`config.mk`:
```
export PLATFORM = sky130hd
export DESIGN_NAME = hazard_unit
export DESIGN_NICKNAME = d
export VERILOG_FILES = /design/src/rtl/hazard_pkg.sv /design/src/rtl/dest_match.sv /design/src/rtl/operand_select.sv /design/src/rtl/load_use_detect.sv /design/src/rtl/hazard_unit.sv
export SDC_FILE = /design/constraint.sdc
export NUM_CORES = 1
export LEC_CHECK = 0
export ABC_AREA = 1
export BUFFER_PORTS_ARGS = -buffer_cell sky130_fd_sc_hd__buf_2
export CELL_PAD_IN_SITES_DETAIL_PLACEMENT = 1
export CELL_PAD_IN_SITES_GLOBAL_PLACEMENT = 2
export CORE_ASPECT_RATIO = 2
export CORE_MARGIN = 10
export CORE_UTILIZATION = 16
export DETAILED_ROUTE_END_ITERATION = 12
export PLACE_DENSITY_LB_ADDON = 0.1
export SETUP_SLACK_MARGIN = 0.2
export SYNTH_ARGS = -nofsm -noshare
export SYNTH_HDL_FRONTEND = slang
export SYNTH_SLANG_ARGS = --single-unit
export TNS_END_PERCENT = 20
```
`constraint.sdc`:
```
create_clock -name vclk -period 0.8
set_clock_uncertainty 0.05 [all_clocks]
set_input_delay 0.08 -clock vclk [all_inputs]
set_output_delay 0.08 -clock vclk [all_outputs]
set_load 0.01 [all_outputs]
```
`src/rtl/hazard_pkg.sv`:
```
// Shared definitions for the forwarding and load-use stall logic.
// Assumes a register file in which register 0 is hard-wired to zero.
package hazard_pkg;
    localparam int SEL_W = 2;

    // Operand source codes; a pipeline mux decodes these bit patterns.
    typedef enum logic [SEL_W-1:0] {
        SRC_REGFILE = 2'b00,
        SRC_MEMWB   = 2'b01,
        SRC_EXMEM   = 2'b10
    } fwd_src_e;
endpackage

```
`src/rtl/dest_match.sv`:
```
// Decides whether one older stage may supply one execute-stage source.
// A hit needs the stage to write a register, a nonzero destination and
// an equal register number. Purely combinational.
module dest_match #(
    parameter int AW = 5
) (
    input  logic [AW-1:0] src_reg,
    input  logic [AW-1:0] dst_reg,
    input  logic          dst_wen,
    output logic          hit
);
    localparam logic [AW-1:0] ZERO_REG = '0;

    // Qualify the equality with write enable and the zero register.
    always_comb begin
        hit = dst_wen && (dst_reg != ZERO_REG) && (dst_reg == src_reg);
    end
endmodule

```
`src/rtl/operand_select.sv`:
```
// Picks the source of one ALU operand from the two older stages.
// The memory stage holds the younger result, so it outranks write-back.
// Assumes the register file itself supplies every other case.
module operand_select #(
    parameter int AW = 5
) (
    input  logic [AW-1:0]        src_reg,
    input  logic [AW-1:0]        exmem_rd,
    input  logic                 exmem_wen,
    input  logic [AW-1:0]        memwb_rd,
    input  logic                 memwb_wen,
    output hazard_pkg::fwd_src_e sel
);
    import hazard_pkg::*;

    logic hit_mem;
    logic hit_wb;

    dest_match #(.AW(AW)) u_mem_match (
        .src_reg (src_reg),
        .dst_reg (exmem_rd),
        .dst_wen (exmem_wen),
        .hit     (hit_mem)
    );

    dest_match #(.AW(AW)) u_wb_match (
        .src_reg (src_reg),
        .dst_reg (memwb_rd),
        .dst_wen (memwb_wen),
        .hit     (hit_wb)
    );

    // Priority choice: youngest producer first, register file last.
    always_comb begin
        if (hit_mem) begin
            sel = SRC_EXMEM;
        end else if (hit_wb) begin
            sel = SRC_MEMWB;
        end else begin
            sel = SRC_REGFILE;
        end
    end
endmodule

```
`src/rtl/load_use_detect.sv`:
```
// Flags a load in execute whose destination is read by the decode
// instruction. Assumes the load writes its rt field and that the bubble
// it requests clears the load flag one cycle later.
module load_use_detect #(
    parameter int AW   = 5,
    parameter int NSRC = 2
) (
    input  logic [NSRC-1:0][AW-1:0] dec_src,
    input  logic [AW-1:0]           load_dst,
    input  logic                    load_in_ex,
    output logic                    stall
);
    logic [NSRC-1:0] src_eq;

    // One comparator for each decode source field.
    for (genvar g = 0; g < NSRC; g++) begin : g_cmp
        assign src_eq[g] = (dec_src[g] == load_dst);
    end

    // Stall only when a load is in execute and some source collides.
    always_comb begin
        stall = load_in_ex && (|src_eq);
    end
endmodule

```
`src/rtl/hazard_unit.sv`:
```
// Top of the forwarding and load-use stall logic of a five-stage pipeline.
// Produces two operand selects and the hold and bubble controls from the
// register fields of the decode, execute, memory and write-back stages.
// Assumes register writes complete at the clock edge that closes write-back.
module hazard_unit #(
    parameter int AW = 5
) (
    input  logic [AW-1:0] ifid_rs,
    input  logic [AW-1:0] ifid_rt,
    input  logic [AW-1:0] idex_rs,
    input  logic [AW-1:0] idex_rt,
    input  logic          idex_mem_read,
    input  logic [AW-1:0] exmem_rd,
    input  logic          exmem_reg_write,
    input  logic [AW-1:0] memwb_rd,
    input  logic          memwb_reg_write,
    output logic [1:0]    fwd_a_sel,
    output logic [1:0]    fwd_b_sel,
    output logic          pc_hold,
    output logic          ifid_hold,
    output logic          idex_bubble
);
    import hazard_pkg::*;

    localparam int NOPND = 2;

    logic [NOPND-1:0][AW-1:0] ex_src;
    logic [NOPND-1:0][AW-1:0] dec_src;
    fwd_src_e                 sel [NOPND];
    logic                     lu_stall;

    // Gather the execute and decode source fields into arrays.
    always_comb begin
        ex_src[0]  = idex_rs;
        ex_src[1]  = idex_rt;
        dec_src[0] = ifid_rs;
        dec_src[1] = ifid_rt;
    end

    // One operand selector for each ALU input.
    for (genvar g = 0; g < NOPND; g++) begin : g_opnd
        operand_select #(.AW(AW)) u_sel (
            .src_reg   (ex_src[g]),
            .exmem_rd  (exmem_rd),
            .exmem_wen (exmem_reg_write),
            .memwb_rd  (memwb_rd),
            .memwb_wen (memwb_reg_write),
            .sel       (sel[g])
        );
    end

    load_use_detect #(.AW(AW), .NSRC(NOPND)) u_lu (
        .dec_src    (dec_src),
        .load_dst   (idex_rt),
        .load_in_ex (idex_mem_read),
        .stall      (lu_stall)
    );

    // Drive the ports from the selectors and the stall detector.
    always_comb begin
        fwd_a_sel   = sel[0];
        fwd_b_sel   = sel[1];
        pc_hold     = lu_stall;
        ifid_hold   = lu_stall;
        idex_bubble = lu_stall;
    end
endmodule

```
==> flow_summary.json <==
{
  "outcome": "complete, but fails checks",
  "violations": "negative setup slack",
  "vias": 872,
  "nets": 202,
  "drtPass1Iterations": 2,
  "setup.worst_path.class": "in -> out",
  "synth_area_per_cell_um2": 4.37,
  "slew_headroom_pct": 87.7,
  "drv_slew": 0,
  "final_common_cell": "nand2_1",
  "antenna_left": 0,
  "grt_pass1_wl_mm": 4.08,
  "cp_cell_sequence": "buf_6, inv_4, nand2_1, nand2_1, nor2_1, nand3_1, a21oi_2, buf_2",
  "worstSetupStartpointType": "input port",
  "p_switching_mw": 0.226,
  "p_seq_share_pct": 0,
  "viasPerCell": 4.06,
  "hpwl_mm": 2.39,
  "crit_family": "simple AND/OR/NAND/NOR gates",
  "holdCritPathClass": "in -> out",
  "drc": 0,
  "place.gp.congestion": 0.719,
  "p_clk_share_pct": 0,
  "rsz0062_at_grt": "yes",
  "port_buffers": 40,
  "p_comb_share_pct": 100.0,
  "crit_required_ps": 670,
  "drive_above_1_share_pct": 35.9,
  "yosys.cell_types.count": 11,
  "areaGrowthSynthToFinish_pct": 61.2,
  "totalWireLength_mm": 2.47,
  "row_count": 30,
  "power_leakage_nw": 0.585,
  "grt_pass1_vias": 1000,
  "min_period_ps": 972,
  "path_buf_inv": 3,
  "drtIter0Drc": 2,
  "flops_and_latches": 0,
  "yosysWarnings": 0,
  "fin_tns_setup_ps": -1010,
  "ir_drop_uv": 128,
  "cp_max_fo": 5,
  "finalSetupViolations": 7,
  "grt_max_degree": 6,
  "initial_core_util_pct": 16.6,
  "ios": 40,
  "synth_cells": 130,
  "p_int_mw": 0.204,
  "core-area_mm2": 0.00342,
  "syn-cell-area_um2": 568,
  "slowest_stage": "a21oi_2",
  "whs_endpoint": "pc_hold",
  "slowest_delay_ps": 170,
  "yosysTopAreaCellShare_pct": 40.3,
  "period_share_pct": 122,
  "p_sw_share_pct": 52.6,
  "die_x_um": 62.1,
  "hp-start": "idex_mem_read",
  "overflow": 0,
  "die_area_mm2": 0.00648,
  "fin_util_pct": 26.8,
  "synth.largest_area_cell": "nand2_1",
  "worst_ep_arrival_time_ps": 840,
  "ctsHoldBuffers": 0,
  "synth_area_leaders": "nand2_1, inv_1, nor2_1, xor2_1, nand3_1",
  "grtUsageTotal_pct": 7.26,
  "syn_nets": 163,
  "layout_setup_ws_ps": -172,
  "diodes": 0,
  "wl_per_cell_um": 11.5,
  "yosysSeqAreaShare_pct": 0,
  "nClkBuffers": 0,
  "dp_slack_ps": -319,
  "antenna_found_initial": 0,
  "worstHoldPathCells": 4,
  "finalHoldViolCount": 0,
  "drv_cap": 0,
  "cp_common_cell": "nand2_1",
  "seq_area_um2": 0,
  "final_cell_mix": "nand2_1, buf_2, inv_1",
  "max_slew.worst_pin.slew_ps": 183,
  "end_kind": "output port",
  "whs_ps": 431,
  "dieHeight_um": 104,
  "clock.fmax_mhz": 1030,
  "power_density_mw_per_mm2": 469
}
==> cell families (layout without fill, tap and decap cells) <==
| group | after synthesis | count (layout) | share of synthesized area, % |
|---|---|---|---|
| simple gates | 90 | 90 | 62.8 |
| compound gates | 1 | 1 | 0.880 |
| xor+xnor | 9 | 9 | 13.9 |
| buf+inv | 30 | 67 | 22.5 |
==> how the worst max path moves through the flow <==
| stage | startpoint | to | slack, ps | cells past startpoint |
|---|---|---|---|---|
| after detailed placement | idex_rt[4] | idex_bubble | -320 | 8 |
| after global placement | idex_rt[4] | ifid_hold | -300 | 8 |
| after CTS | ifid_rt[0] | idex_bubble | -210 | 6 |
| after global routing | ifid_rt[0] | idex_bubble | -270 | 6 |
| final | idex_rt[2] | idex_bubble | -170 | 8 |
| after floorplan | idex_rt[2] | ifid_hold | -90 | 7 |
==> power groups by stage <==
stage	combinational [mW]	clock, mW	sequential, mW
2_1_floorplan	0.196	0	0
4_1_cts	0.433	0	0
3_5_place_dp	0.378	0	0
5_1_grt	0.490	0	0
6_report	0.430	0	0
3_3_place_gp	0.371	0	0
==> stage by stage <==
step / instance area, µm² / total power, mW / cells
global placement: 810 / 0.371 / 215
detailed placement: 810 / 0.378 / 215
CTS: 897 / 0.433 / 215
finish: 916 / 0.430 / 215
floorplan: 572 / 0.196 / 130
global route: 916 / 0.490 / 215
==> cells in the mapped netlist, drive strengths merged <==
| library cell | number |
|---|---|
| a21oi | 1 |
| buf | 4 |
| inv | 26 |
| nand2 | 61 |
| nand3 | 7 |
| nand4 | 3 |
| nor2 | 19 |
| xnor2 | 4 |
| xor2 | 5 |
==> routing by layer <==
| metal | vias to the layer above | routed length, µm | track usage [%] |
|---|---|---|---|
| met5 | - | 0 | 0 |
| met4 | 0 | 0 | 0 |
| met3 | 0 | 82 | 0.755 |
| met2 | 21 | 1520 | 16.8 |
| met1 | 397 | 867 | 6.27 |
| li1 | 454 | - | - |
==> final cells by class <==
cell class	count	area (µm²)
Timing Repair Buffer	41	277
Inverter	26	108
Multi-Input combinational cell	100	472
Fill cell	487	2500
Tap cell	48	60.1
==> repair_timing <==
item	4_1_cts	5_1_grt
setup endpoints to repair	7	7
buffers inserted	0	0
gates resized for setup	33	7
pin swaps	13	11
Power figures use the tool's default switching activity.
